[src/rtl/wrg_pkg.sv]
package wrg_pkg;

    typedef enum logic [1:0] {
        SQ_IDLE   = 2'd0,
        SQ_WARN   = 2'd1,
        SQ_HOLD   = 2'd2,
        SQ_SETTLE = 2'd3
    } seq_state_e;

    typedef struct packed {
        logic warn;
        logic src_rst;
        logic gate;
        logic busy;
    } seq_ctrl_t;

    // Width needed to count down from (larger of a, b) - 1 to zero.
    function automatic int cnt_width(int a, int b);
        int m;
        m = (a > b) ? a : b;
        return (m < 2) ? 1 : $clog2(m);
    endfunction

    function automatic seq_ctrl_t decode_ctrl(seq_state_e st, logic por);
        seq_ctrl_t c;
        c.warn    = (st == SQ_WARN) || (st == SQ_HOLD);
        c.src_rst = por || (st == SQ_HOLD);
        c.gate    = por || (st != SQ_IDLE);
        c.busy    = (st != SQ_IDLE);
        return c;
    endfunction

endpackage

[src/rtl/wrg_sync.sv]
module wrg_sync #(
    parameter int STAGES = 2
) (
    input  logic clk,
    input  logic por,
    input  logic din,
    output logic dout
);
    logic [STAGES-1:0] chain;

    always_ff @(posedge clk) begin
        if (por) chain[0] <= 1'b0;
        else     chain[0] <= din;
    end

    for (genvar i = 1; i < STAGES; i++) begin : g_stage
        always_ff @(posedge clk) begin
            if (por) chain[i] <= 1'b0;
            else     chain[i] <= chain[i-1];
        end
    end

    assign dout = chain[STAGES-1];
endmodule

[src/rtl/wrg_seq.sv]
module wrg_seq
    import wrg_pkg::*;
#(
    parameter int DLY  = 2,
    parameter int HOLD = 4
) (
    input  logic      clk,
    input  logic      por,
    input  logic      req_sync,
    output logic      start,
    output seq_ctrl_t ctrl
);
    localparam int CW = cnt_width(DLY, HOLD);

    seq_state_e    state;
    logic [CW-1:0] cnt;
    logic          req_d;

    assign start = req_sync && !req_d && (state == SQ_IDLE);
    assign ctrl  = decode_ctrl(state, por);

    always_ff @(posedge clk) begin
        if (por) begin
            state <= SQ_IDLE;
            cnt   <= '0;
            req_d <= 1'b0;
        end else begin
            req_d <= req_sync;
            case (state)
                SQ_IDLE: begin
                    if (start) begin
                        state <= SQ_WARN;
                        cnt   <= CW'(DLY - 1);
                    end
                end
                SQ_WARN: begin
                    if (cnt == '0) begin
                        state <= SQ_HOLD;
                        cnt   <= CW'(HOLD - 1);
                    end else begin
                        cnt <= cnt - 1'b1;
                    end
                end
                SQ_HOLD: begin
                    if (cnt == '0) state <= SQ_SETTLE;
                    else           cnt   <= cnt - 1'b1;
                end
                default: state <= SQ_IDLE;
            endcase
        end
    end
endmodule

[src/rtl/wrg_src_reg.sv]
module wrg_src_reg #(
    parameter int W = 8
) (
    input  logic         clk,
    input  logic         src_rst,
    input  logic         wr_en,
    input  logic [W-1:0] wr_data,
    output logic [W-1:0] q
);
    always_ff @(posedge clk) begin
        if (src_rst)    q <= '0;
        else if (wr_en) q <= wr_data;
    end
endmodule

[src/rtl/wrg_dst_bank.sv]
module wrg_dst_bank #(
    parameter int W        = 8,
    parameter bit OUT_FLOP = 1'b1
) (
    input  logic         clk,
    input  logic         por,
    input  logic         gate,
    input  logic         load,
    input  logic [W-1:0] din,
    output logic [W-1:0] bank_q,
    output logic [W-1:0] dout
);
    always_ff @(posedge clk) begin
        if (por)                bank_q <= '0;
        else if (load && !gate) bank_q <= din;
    end

    if (OUT_FLOP) begin : g_cap
        logic [W-1:0] cap_q;
        always_ff @(posedge clk) begin
            if (por) cap_q <= '0;
            else     cap_q <= bank_q;
        end
        assign dout = cap_q;
    end else begin : g_pass
        assign dout = bank_q;
    end
endmodule

[src/rtl/warm_rst_guard.sv]
module warm_rst_guard
    import wrg_pkg::*;
#(
    parameter int W        = 8,
    parameter int DELAY    = 2,
    parameter int MIN_RST  = 4,
    parameter bit OUT_FLOP = 1'b1
) (
    input  logic         clk,
    input  logic         por,
    input  logic         warm_req_async,
    input  logic         src_wr_en,
    input  logic [W-1:0] src_wr_data,
    input  logic         dst_load,
    input  logic         warm_seen_clr,
    output logic [W-1:0] src_q,
    output logic [W-1:0] dst_q,
    output logic         warn,
    output logic         src_rst,
    output logic         gate_closed,
    output logic         busy,
    output logic         warm_seen
);
    localparam int DLY  = (DELAY < 1) ? 1 : DELAY;
    localparam int HOLD = (MIN_RST < 4) ? 4 : MIN_RST;

    logic      req_sync;
    logic      seq_start;
    seq_ctrl_t ctrl;
    logic [W-1:0] bank_q;

    wrg_sync #(.STAGES(2)) u_sync (
        .clk (clk),
        .por (por),
        .din (warm_req_async),
        .dout(req_sync)
    );

    wrg_seq #(.DLY(DLY), .HOLD(HOLD)) u_seq (
        .clk     (clk),
        .por     (por),
        .req_sync(req_sync),
        .start   (seq_start),
        .ctrl    (ctrl)
    );

    assign warn        = ctrl.warn;
    assign src_rst     = ctrl.src_rst;
    assign gate_closed = ctrl.gate;
    assign busy        = ctrl.busy;

    wrg_src_reg #(.W(W)) u_src (
        .clk    (clk),
        .src_rst(src_rst),
        .wr_en  (src_wr_en),
        .wr_data(src_wr_data),
        .q      (src_q)
    );

    wrg_dst_bank #(.W(W), .OUT_FLOP(OUT_FLOP)) u_dst (
        .clk   (clk),
        .por   (por),
        .gate  (gate_closed),
        .load  (dst_load),
        .din   (src_q),
        .bank_q(bank_q),
        .dout  (dst_q)
    );

    always_ff @(posedge clk) begin
        if (por)                warm_seen <= 1'b0;
        else if (seq_start)     warm_seen <= 1'b1;
        else if (warm_seen_clr) warm_seen <= 1'b0;
    end
endmodule

[config.mk]
export PLATFORM = sky130hd
export DESIGN_NAME = warm_rst_guard
export DESIGN_NICKNAME = d
export VERILOG_FILES = /design/src/rtl/wrg_pkg.sv /design/src/rtl/wrg_sync.sv /design/src/rtl/wrg_seq.sv /design/src/rtl/wrg_src_reg.sv /design/src/rtl/wrg_dst_bank.sv /design/src/rtl/warm_rst_guard.sv
export SDC_FILE = /design/constraint.sdc
export NUM_CORES = 1
export LEC_CHECK = 0
export ABC_AREA = 1
export BUFFER_PORTS_ARGS = -buffer_cell sky130_fd_sc_hd__buf_2
export CORE_MARGIN = 5
export CORE_UTILIZATION = 30
export DETAILED_ROUTE_END_ITERATION = 10
export HOLD_SLACK_MARGIN = 0.15
export PLACE_DENSITY = 0.51
export SLEW_MARGIN = 10
export SYNTH_ARGS = -nofsm -noshare
export SYNTH_HDL_FRONTEND = slang
export SYNTH_SLANG_ARGS = --single-unit
[constraint.sdc]
create_clock -name clk -period 1.2 [get_ports clk]
set_clock_uncertainty 0.05 [all_clocks]
set_input_delay 0.06 -clock clk [delete_from_list [all_inputs] [get_ports clk]]
set_output_delay 0.06 -clock clk [all_outputs]
set_load 0.01 [all_outputs]
==> results of run 1 <==
## cell usage after synthesis
master / n
sky130_fd_sc_hd__buf_4: 1
sky130_fd_sc_hd__nor2_1: 25
sky130_fd_sc_hd__nor3_1: 1
sky130_fd_sc_hd__inv_1: 23
sky130_fd_sc_hd__buf_2: 3
sky130_fd_sc_hd__o21ai_0: 7
sky130_fd_sc_hd__dfxtp_1: 32
sky130_fd_sc_hd__or2_1: 1
sky130_fd_sc_hd__a211oi_2: 3
sky130_fd_sc_hd__nand3_4: 1
sky130_fd_sc_hd__ha_1: 6
sky130_fd_sc_hd__o21ai_1: 3
sky130_fd_sc_hd__o21bai_1: 1
sky130_fd_sc_hd__buf_6: 1
sky130_fd_sc_hd__nand3b_1: 1
sky130_fd_sc_hd__a21oi_1: 12
sky130_fd_sc_hd__nand2_1: 27
## what timing repair did
action | in CTS | in global routing
buffers inserted | 7 | 2
hold buffers | 13 | 0
pin swaps | 11 | 7
endpoints found under the hold margin | 21 | 0
cloned | 1 | 0
endpoints found under the setup margin | 20 | 23
resized for setup | 15 | 22
## through the flow
step / util [%] / std cells / hold slack [ns]
after global routing: 48.39 / 263 / 0.2260
after floorplan: - / 148 / 0.09242
after detailed placement: 37.15 / 232 / 0.2228
after global placement: 37.15 / 232 / 0.2197
after CTS: 46.35 / 261 / 0.2209
final: 48.39 / 263 / 0.2044
## final cells by class
| type | instances | area, um2 |
|---|---|---|
| clock inverters | 2 | 35.03 |
| inverters | 23 | 93.84 |
| repair buffers | 61 | 445.4 |
| well taps | 50 | 62.56 |
| multi-input cells | 89 | 566.8 |
| flip-flops and latches | 32 | 645.6 |
| clock buffers | 6 | 72.57 |
| fillers | 387 | 2049 |
## state kept, by name, indices dropped and copies added, names as in the netlist
| name | cells |
|---|---|
| u_seq.cnt | 2 |
| warm_seen | 1 |
| u_dst.dout | 8 |
| u_src.q | 8 |
| u_dst.bank_q | 8 |
| u_seq.req_d | 1 |
| u_seq.state | 2 |
| u_sync.dout | 1 |
| u_sync.chain | 1 |
## critical path, delay by kind of cell (launching register included)
| family | cells | cell delay [ns] |
|---|---|---|
| adder cells (fa/ha/maj) | 1 | 0.15 |
| AND/OR/NAND/NOR | 1 | 0.24 |
| buffers and inverters | 2 | 0.18 |
| flip-flops | 1 | 0.36 |
## kinds of logic after synthesis
family                     count (synthesis)  synth area share, %
DFF                                       32                52.40
AOI/OAI and AO/OA                         26                12.69
adders and majority gates                  6                6.141
and+or+nand+nor                           56                18.94
buffers and inverters                     28                9.826
## worst paths after layout
kind,start,endpoint,cells past startpoint,slack [ns]
worst max-delay path,u_seq.state[0]$_SDFFE_PP0P_,src_rst,4,-0.12
worst min-delay path,por,u_dst.bank_q[3]$_SDFFE_PP0P_,4,0.20
worst max register to register,u_seq.state[1]$_SDFFE_PP0P_,u_seq.cnt[0]$_SDFFE_PP0P_,7,-0.09
worst min register to register,u_sync.chain[0]$_SDFF_PP0_,u_sync.dout$_SDFF_PP0_,2,0.36
## report_power, final
group	total [W]	internal, W	switching, W	leakage [nW]
Clock	0.00100	0.000616	0.000386	0.0552
Combinational	0.00183	0.000897	0.000930	0.567
Sequential	0.00134	0.00124	0.000102	0.263
Total	0.00417	0.00275	0.00142	0.885
## routing by layer
layer / track usage [%] / vias to the layer above
met1: 11.91 / 492
li1: - / 584
met4: 5.634 / 0
met5: 0 / -
met2: 20.18 / 29
met3: 4.378 / 6
==> impl.org, run 1 <==
** Clocking
- After clock tree synthesis, the clock-pin slew on the worst setup and hold paths is 0.06 ns.
- The clock passes through at most 2 buffers.
- Clock insertion delay at the later pin of the skew report :: 0.28 ns
- CTS built an H-tree with a depth of 2.
- Clk root buf :: sky130_fd_sc_hd__clkbuf_8
- Total clock sinks :: 32
- TritonCTS built the clock tree.
- The number of clock buffers added by TritonCTS is 5.

** Routing
- Detailed-route wire length on metal 1 :: 1232 um
- DRC violation total after the first TritonRoute iteration :: 46
- Using the TritonRoute via totals, the vias-per-cell ratio works out to 4.224.
- Total routed wirelength :: 3038 um
- The routed layout has 1,111 vias.
- Uppermost metal layer occupied by signal nets :: met4
- Detailed-route DRC error count :: 0
- Wire length per cell :: 11.55 um
- Antenna viol nets, final :: 0
- First-pass DRT Iterations :: 4
- Detailed routing placed a total of 180 um of wire on met3.
- WL met2 :: 1575 um

** GRT
- Global routing used 11.51% of the available tracks across all layers.
- GR Overflow Total :: 0
- The via count of the first global-routing pass came to 1,026.
- Number of antenna violations at the first check in global routing :: 0
- Largest net degree at the start of global routing :: 12
- First-pass GRT wire length :: 4664 um

** Yosys
- Unique masters post-synth :: 17
- Synthesized Nets :: 168
- For this run, the number of Yosys warnings is 0.
- Yosys reg bits :: 32
- By area the synthesized netlist is led by sky130_fd_sc_hd__dfxtp_1, sky130_fd_sc_hd__nand2_1, sky130_fd_sc_hd__nor2_1, sky130_fd_sc_hd__inv_1, sky130_fd_sc_hd__ha_1.
- The synthesized netlist occupies a cell area of 1222 um2.
- For this run, the register share of the synthesized area comes to 52.41%.
- Top cell type by total area after synthesis :: sky130_fd_sc_hd__dfxtp_1
- Fraction of synthesized cell area taken by the top area cell type :: 52.41%
- Mapped Cells :: 148
- After synthesis, the mean cell area works out to 8.260 um2.

** STA
- Final count of negative-setup-slack endpoints :: 13
- Setup repair after global routing missed its margin :: true
- The routed design could run at a clock period as short as 1.323 ns.
- The final max-slew violation count came to 0.
- Final hold violation count :: 0
- Final clock period utilization by the worst path :: 110.3%
- Final worst slack :: -0.1233 ns
- FMAX :: 0.7557 GHz
- For the final routed database, the setup TNS stands at -0.6903 ns.
- Measured against its own limit, the worst slew margin works out to 76.61%.
- Pin slew with the least headroom to its limit :: 0.3505 ns

** Run
- Across the run, the number of max-cap violations was 0.

** Cells and area
- Antenna Diode Count :: 0
- Proportion of layout cells with a drive suffix above 1 :: 38.50%
- Post-synthesis to final-layout area growth :: 57.22%
- Commonest cells after routing, fill and taps aside :: sky130_fd_sc_hd__buf_2, sky130_fd_sc_hd__dfxtp_1, sky130_fd_sc_hd__nor2_1, sky130_fd_sc_hd__nand2_1, sky130_fd_sc_hd__inv_1
- Total Nets Final :: 232
- Post-route cell area :: 1922 um2

** Placed design
- Routability-driven placement finished with a final weighted congestion of 0.8562.
- At the placement stage, the worst setup path has a slack of -0.1096 ns.
- Port buffering added 34 buffers.
- Post-DP Area :: 1475 um2
- The wire-length estimate of the detail-placed layout is 2005 um.

** Die
- Number of rows in the core area :: 23
- Die H :: 73.84 um
- Area inside the core boundary :: 3971 um2
- DIE AREA :: 5452 um2
- In this run the count of I/O pins placed on the die edge is 35.
- Starting Density :: 30.78%
- Die outline width :: 73.84 um

** Setup path
- Worst Path Arrival :: 1.21 ns
- Traced cell by cell, the critical path runs through inv_4 -> ha_4 -> or2_4 -> buf_6.
- Among all stages on the critical path, the largest delay is contributed by sky130_fd_sc_hd__dfxtp_2.
- Data on the critical path is required at its endpoint by 1.09 ns.
- The worst setup path is launched from a register.
- Kind of critical path :: register to output pin
- The worst setup path is captured at an output pin.
- In this run the worst path has a maximum fanout of 4.
- Max incr delay on CP :: 0.36 ns

** Power
- IR analysis of the VDD net gives a maximum drop of 1.077 mV.
- Static Leak :: 0.8853 nW
- The completed layout was analyzed and its total power is 0.004170 W.
- Pwr dens :: 2170 nW/um2

** Run status
- Status :: finished, violations left
- Violations in the final reports :: setup timing

** Worst hold path
- Path class of the lowest-slack min-delay path :: input port to register
(Power assumes the default switching activity.)
==> run 2, diff against run 1 <==
BUFFER_PORTS_ARGS = not set   (was -buffer_cell sky130_fd_sc_hd__buf_2)
DONT_BUFFER_PORTS = 1   (was not set)
PLACE_DENSITY = 0.43   (was 0.51)
==> run 2 against run 1 <==
The run still ends with setup timing left. Combinational power down 7%. First-iteration DRC count down 41%. Global-route usage hardly changed. Via count is 5.9% lower. Total power decreased by 2.4%. Utilization fell by 2.5 points. Critical endpoint unchanged.
==> impl.org, run 2 (synthesis results as in run 1) <==
** STA
- The count of final setup violators came to 13 (unchanged).
- The final max-slew violation count was 0 (unchanged).
- The worst hold slack was 0.3344 ns (was 0.2044 ns).
- Minimum clock period after layout :: 1.325 ns (was 1.323 ns)
- The transition at the pin with the smallest max-transition slack came to 0.3625 ns (was 0.3505 ns).
- The minimum setup slack in the final design was -0.1246 ns (was -0.1233 ns).
- Setup repair after global routing missed its margin :: true (unchanged)
- The worst max-slew margin expressed relative to the limit was 75.80% (was 76.61%).
- The number of hold-slack violations in the final timing report came to 0 (unchanged).
- FMAX :: 0.7550 GHz (was 0.7557 GHz)
- Final clock period utilization by the worst path :: 110.4% (was 110.3%)

** Placed design
- The last weighted congestion value of the routability-driven placer was 0.7500 (was 0.8562).
- Post-DP Area :: 1320 um2 (was 1475 um2)
- Count of placed standard cells including taps :: 200 (was 232)
- The number of buffer cells added on primary ports was 0 (was 34).
- Post-detail-place hpwl :: 1851 um (was 2005 um)

** Setup path
- The maximum fanout along the worst path came to 4 (unchanged).
- Kind of critical path :: register to output pin (unchanged)
- The arrival time at the worst endpoint came to 1.21 ns (about the same).
- Required time at the endpoint of the critical path :: 1.09 ns (about the same)
- Critical path launch point type :: register (unchanged)
- The sort of element at the end of the critical path is an output pin (unchanged).

** Die
- Number of top-level pins :: 35 (unchanged)
- The die outline area came to 5452 um2 (unchanged).
- The x dimension of the die came to 73.84 um (unchanged).
- The height of the die came to 73.84 um (unchanged).
- The row count was 23 (unchanged).
- The initial core utilization is 30.78% (unchanged).
- The placeable core region was 3971 um2 (unchanged).

** Routing
- The average wire length per cell after detail routing was 12.58 um (was 11.55 um).
- Via density :: 4.372 (was 4.224)
- The count of antenna-violating nets left after detailed routing came to 0 (unchanged).
- DRC violation total after the first TritonRoute iteration :: 27 (was 46)
- The final routed DRC violation total was 0 (unchanged).
- The iteration count of the initial detailed-routing pass was 4 (unchanged).
- The overall routed net length was 3007 um (was 3038 um).
- Via count :: 1,045 (was 1,111)

** Cells and area
- Post-route cell area :: 1824 um2 (was 1922 um2)
- The antenna diode count is 0 (unchanged).
- The final net count is 208 (was 232).
- Post-synthesis to final-layout area growth :: 49.23% (was 57.22%)
- The library cell used most frequently in the layout, excluding fill and tap cells, is sky130_fd_sc_hd__dfxtp_1.
- The fraction of final layout cells sized beyond drive strength 1 is 25.40% (was 38.50%).
- The utilization after layout came to 45.94% (was 48.39%).
- The post-route non-filler standard cell count was 239 (was 263).
- Commonest cells after routing, fill and taps aside: sky130_fd_sc_hd__dfxtp_1, sky130_fd_sc_hd__nor2_1, sky130_fd_sc_hd__nand2_1 (was sky130_fd_sc_hd__buf_2, sky130_fd_sc_hd__dfxtp_1, sky130_fd_sc_hd__nor2_1, sky130_fd_sc_hd__nand2_1, sky130_fd_sc_hd__inv_1).
- The number of filler instances in the final layout came to 385 (was 387).

** Worst hold path
- The worst hold path class was input port to register (unchanged).

** Run status
- Status :: finished, violations left (unchanged)
- Violations in the final reports: setup timing (unchanged).

** GRT
- GRT Overall Usage :: 11.52% (was 11.51%)
- The wire length of the first global-routing pass is 4547 um (was 4664 um).
- The via count of the first global-routing pass was 988 (was 1,026).
- Number of antenna violations at the first check in global routing :: 0 (unchanged)
- The maximum number of pins on one net before global-route repair is 15 (was 12).
- GR Overflow Total :: 0 (unchanged)

** Clocking
- Clock buffers created by TritonCTS :: 5 (unchanged)
- Clock insertion delay at the later pin of the skew report :: 0.28 ns (about the same)
- The clock slew seen by the registers of the worst setup and hold paths is 0.06 ns (about the same).
- Clk root buf :: sky130_fd_sc_hd__clkbuf_8 (unchanged)
- The depth of the CTS H-tree is 2 (unchanged).
- The deepest clock path buffer count came to 2 (unchanged).
- The total number of clock tree sinks is 32 (unchanged).
- TritonCTS clock tree :: done (unchanged)

** Run
- The total of max-cap violations came to 0 (unchanged).

** Power
- Post-route total power :: 0.004070 W (was 0.004170 W)
- The cell area power density is 2231 nW/um2 (was 2170 nW/um2).
- Static Leak :: 0.7761 nW (was 0.8853 nW)
- Peak ir drop on the vdd network :: 0.8908 mV (was 1.077 mV)
run 2: area by class of cell:
type                    count  area, um2  share of cell area [%]
clock buffers               6      72.57                   3.978
clock inverters             2      35.03                   1.920
inverters                  23      93.84                   5.144
multi-input cells          89      561.8                   30.80
flip-flops and latches     32      645.6                   35.39
well taps                  50      62.56                   3.429
repair buffers             37      352.8                   19.34
run 2: final timing paths:
check,to,cells past startpoint,slack (ns),startpoint
worst max-delay path,src_rst,4,-0.12,u_seq.state[0]$_SDFFE_PP0P_
worst min-delay path,u_dst.dout[1]$_SDFF_PP0_,2,0.33,por
worst max register to register,u_seq.state[1]$_SDFFE_PP0P_,8,-0.07,u_seq.state[0]$_SDFFE_PP0P_
worst min register to register,u_dst.dout[5]$_SDFF_PP0_,2,0.37,u_dst.bank_q[5]$_SDFFE_PP0P_
run 2: repair_timing:
item / in CTS / in global routing
hold buffers: 22 / 1
hold endpoints to repair: 32 / 4
pin swaps: 10 / 10
setup endpoints to repair: 18 / 25
gates cloned: 0 / 1
resized for setup: 15 / 19
setup buffers: 6 / 3
run 2: per-layer routing:
metal  up-vias  wire (um)  GRT usage (%)
li1        538          -              -
met1       473       1212          12.92
met2        28       1523          18.01
met3         6        208          5.472
met4         0         63          6.036
met5         -          0              0
run 2: per-stage QoR:
step | TNS [ns] | setup WS, ns
CTS | -0.6193 | -0.1319
global route | -1.255 | -0.1659
global placement | -0.3266 | -0.04898
detailed placement | -0.8515 | -0.08568
finish | -0.5136 | -0.1246
floorplan | 0 | 0.003766
run 2: report_power, final:
group          leakage, nW  switching [W]  internal (W)  total (W)
logic                0.458       0.000871      0.000828    0.00170
registers            0.263       0.000129       0.00124    0.00137
clock network       0.0552       0.000386      0.000615    0.00100
run 2: critical path, stage by stage (launching register included):
cell	delay, ns
sky130_fd_sc_hd__dfxtp_2	0.35
sky130_fd_sc_hd__inv_4	0.06
sky130_fd_sc_hd__ha_4	0.15
sky130_fd_sc_hd__or2_4	0.24
sky130_fd_sc_hd__buf_6	0.12
==> run 3, diff against run 2 <==
PLACE_DENSITY = not set   (was 0.43)
==> run 3 against run 2 <==
The flow still finishes with violations (setup timing). Total power down 1.8%. Clock-buffer cell count unchanged. Sequential share of layout area up 1.1 points. Via count is 5.0% lower. Combinational power is 4% lower. Critical path depth up 2. Design area fell by 3.4%. Hold slack improved by 0.0087 ns. Clock power is essentially flat. Critical endpoint is now u_dst.bank_q[0]$_SDFFE_PP0P_.
==> impl.org, run 3 (synthesis results as in run 1) <==
** Run status
- Status: finished, violations left (unchanged).
- Violations in the final reports: setup timing (unchanged).

** Routing
- DRC violation total after the first TritonRoute iteration :: 39 (was 27)
- Detailed-route DRC error count :: 0 (unchanged)
- The count of vias placed by the detailed router is 993 (was 1,045).
- Wire length per cell :: 12.94 um (was 12.58 um)
- The number of vias per cell after detailed routing came to 4.299 (was 4.372).
- Total routed wirelength :: 2990 um (was 3007 um)
- The iteration count of the initial detailed-routing pass was 4 (unchanged).
- The count of antenna-violating nets left after detailed routing is 0 (unchanged).

** Cells and area
- Commonest non-fill, non-tap cell in the layout :: sky130_fd_sc_hd__dfxtp_1 (unchanged)
- The area used by multi-input combinational logic is 585.6 um2 (was 561.8 um2).
- The antenna diode count was 0 (unchanged).
- Final core occ :: 44.39% (was 45.94%)
- Total Nets Final :: 200 (was 208)
- The storage element area was 643.1 um2 (was 645.6 um2).
- Post-synthesis to final-layout area growth :: 44.22% (was 49.23%)
- The fraction of final layout cells sized beyond drive strength 1 is 26.52% (was 25.40%).
- Commonest cells after routing, fill and taps aside :: sky130_fd_sc_hd__dfxtp_1, sky130_fd_sc_hd__nor2_1, sky130_fd_sc_hd__nand2_1 (unchanged)
- Number of inserted filler cells in the final layout :: 379 (was 385)

** Power
- Post-route total power :: 0.003999 W (was 0.004070 W)
- Static Leak :: 0.7344 nW (was 0.7761 nW)
- Pwr dens :: 2268 nW/um2 (was 2231 nW/um2)
- Clock share of power :: 24.9% (was 24.6%)
- Sequential cell fraction of total power :: 34.1% (was 33.7%)
- Peak ir drop on the vdd network :: 1.385 mV (was 0.8908 mV)
- Internal power :: 0.002602 W (was 0.002684 W)
- The net switching share of the total power was 34.93% (was 34.06%).
- The part of the power in combinational logic was 40.9% (was 41.7%).
- Net load switching power :: 0.001397 W (was 0.001386 W)

** STA
- Setup repair after global routing missed its margin: true (unchanged).
- Hold Worst Slack :: 0.3431 ns (was 0.3344 ns)
- The final max-slew violation count came to 0 (unchanged).
- The highest clock rate came to 0.7733 GHz (was 0.7550 GHz).
- The final critical-path required period came to 1.293 ns (was 1.325 ns).
- Pin slew with the least headroom to its limit :: 0.3663 ns (was 0.3625 ns)
- The sum of negative setup slack came to -0.7982 ns (was -0.5136 ns).
- Final worst slack :: -0.09322 ns (was -0.1246 ns)
- The number of hold-slack violations in the final timing report was 0 (unchanged).
- The final worst-path cycle share was 107.8% (was 110.4%).
- The count of final setup violators was 17 (was 13).
- The worst max-slew margin expressed relative to the limit was 75.56% (was 75.80%).

** Placed design
- Post-detail-place hpwl :: 1798 um (was 1851 um)
- Count of port buffers added during placement :: 0 (unchanged)
- The last weighted congestion value of the routability-driven placer was 0.8084 (was 0.7500).

** Run
- The total of max-cap violations was 0 (unchanged).

** Setup path
- Startpoint of the most critical setup path :: u_seq.state[0]$_SDFFE_PP0P_ (unchanged)
- The capturing point of the worst reg2reg path was u_dst.bank_q[0]$_SDFFE_PP0P_ (was u_seq.state[1]$_SDFFE_PP0P_).
- The arrival time at the worst endpoint is 1.41 ns (was 1.21 ns).
- Type of destination of the critical path :: register (was output pin)
- Required time at the endpoint of the critical path :: 1.32 ns (was 1.09 ns)
- Crit Reg-Reg Startpoint :: u_seq.state[0]$_SDFFE_PP0P_ (unchanged)
- The worst-case reg-to-reg path depth was 6 (was 8).
- Maximum fanout along the worst path :: 8 (was 4)
- The startpoint type of the worst setup path is a register (unchanged).
- Minimum setup slack among reg-to-reg paths :: -0.09 ns (was -0.07 ns)
- The kind of critical path is register to register (was register to output pin).

** Clocking
- Clock insertion delay at the later pin of the skew report :: 0.28 ns (about the same)
- Total clock sinks :: 32 (unchanged)
- The clock slew seen by the registers of the worst setup and hold paths was 0.06 ns (about the same).
- Clock buffers created by TritonCTS :: 5 (unchanged)
- The CTS tree is done (unchanged).
- The deepest clock path buffer count is 2 (unchanged).
- H-Tree Level Count :: 2 (unchanged)
- The clock root buffer is sky130_fd_sc_hd__clkbuf_8 (unchanged).

** Worst hold path
- Path class of the lowest-slack min-delay path :: input port to register (unchanged)
- The depth of the worst hold-timing path was 2 (unchanged).
- The launch point of the worst hold path is por (unchanged).
- The end point of the most critical hold path is u_dst.dout[1]$_SDFF_PP0_ (unchanged).

** Die
- The placeable core region was 3971 um2 (unchanged).
- The die outline area was 5452 um2 (unchanged).
- The x dimension of the die came to 73.84 um (unchanged).
- The initial core utilization came to 30.78% (unchanged).
- The height of the die is 73.84 um (unchanged).
- The number of ports placed on the die boundary was 35 (unchanged).
- Number of rows in the core area :: 23 (unchanged)

** GRT
- Via count of the first global-routing pass :: 977 (was 988)
- Largest net degree at the start of global routing :: 12 (was 15)
- GR Overflow Total :: 0 (unchanged)
- The initial antenna violation count is 0 (unchanged).
- First-pass GRT wire length :: 4788 um (was 4547 um)
- The overall fraction of global-route tracks in use came to 12.04% (was 11.52%).
-- run 3: changes by cell type in the layout (fill, tap and decap cells not counted), sizes merged --
cell         change
buf              -6
dlygate4sd3      -2
-- run 3: area by class of cell --
cell class / instances / area share (%)
multi-input combinational: 89 / 33.22
clock inverter: 2 / 1.987
sequential: 32 / 36.48
timing repair buffer: 29 / 15.47
clock buffer: 6 / 4.116
inverter: 23 / 5.181
tap: 50 / 3.549
-- run 3: power groups by stage --
stage	Combinational (W)	Sequential (W)	Clock, W
6_report	0.00164	0.00137	0.000996
2_1_floorplan	0.000864	0.00135	0
4_1_cts	0.00146	0.00137	0.00101
3_5_place_dp	0.00105	0.00138	0
5_1_grt	0.00181	0.00138	0.00108
3_3_place_gp	0.00106	0.00137	0
-- run 3: how the worst max path moves through the flow --
| stage | to | slack (ns) |
|---|---|---|
| after global routing | u_seq.cnt[1]$_SDFFE_PP0P_ | -0.14 |
| after global placement | src_rst | -0.05 |
| final | u_dst.bank_q[0]$_SDFFE_PP0P_ | -0.09 |
| after detailed placement | u_src.q[6]$_SDFFE_PP0P_ | -0.06 |
| after floorplan | u_seq.cnt[0]$_SDFFE_PP0P_ | 0.004 |
| after CTS | src_rst | -0.09 |
-- run 3: stage by stage --
step | instances | worst slack (ns) | instance area, um2
after floorplan | 148 | 0.003766 | 1245
after global placement | 198 | -0.05206 | 1305
after detailed placement | 198 | -0.06352 | 1305
after CTS | 231 | -0.09448 | 1710
after global routing | 231 | -0.1444 | 1763
final | 231 | -0.09322 | 1763
-- run 3: repair_timing --
action,4_1_cts,5_1_grt
hold endpoints to repair,28,0
pin swaps,10,7
gates resized for setup,21,15
setup buffers,5,0
hold buffers,19,0
cloned,1,0
endpoints found under the setup margin,18,25
-- run 3: critical path, cell delays in order (launching register included) --
cell and delay [ns]:
sky130_fd_sc_hd__dfxtp_2 0.33, sky130_fd_sc_hd__inv_4 0.07, sky130_fd_sc_hd__buf_4 0.12, sky130_fd_sc_hd__ha_4 0.23, sky130_fd_sc_hd__nand3_4 0.16, sky130_fd_sc_hd__o21ai_2 0.16
sky130_fd_sc_hd__a21oi_1 0.05
-- run 3: metal layers --
metal,routed length [um],GRT usage (%)
met1,1186,12.72
met2,1505,20.67
met3,156,4.241
met4,141,6.640
met5,0,0
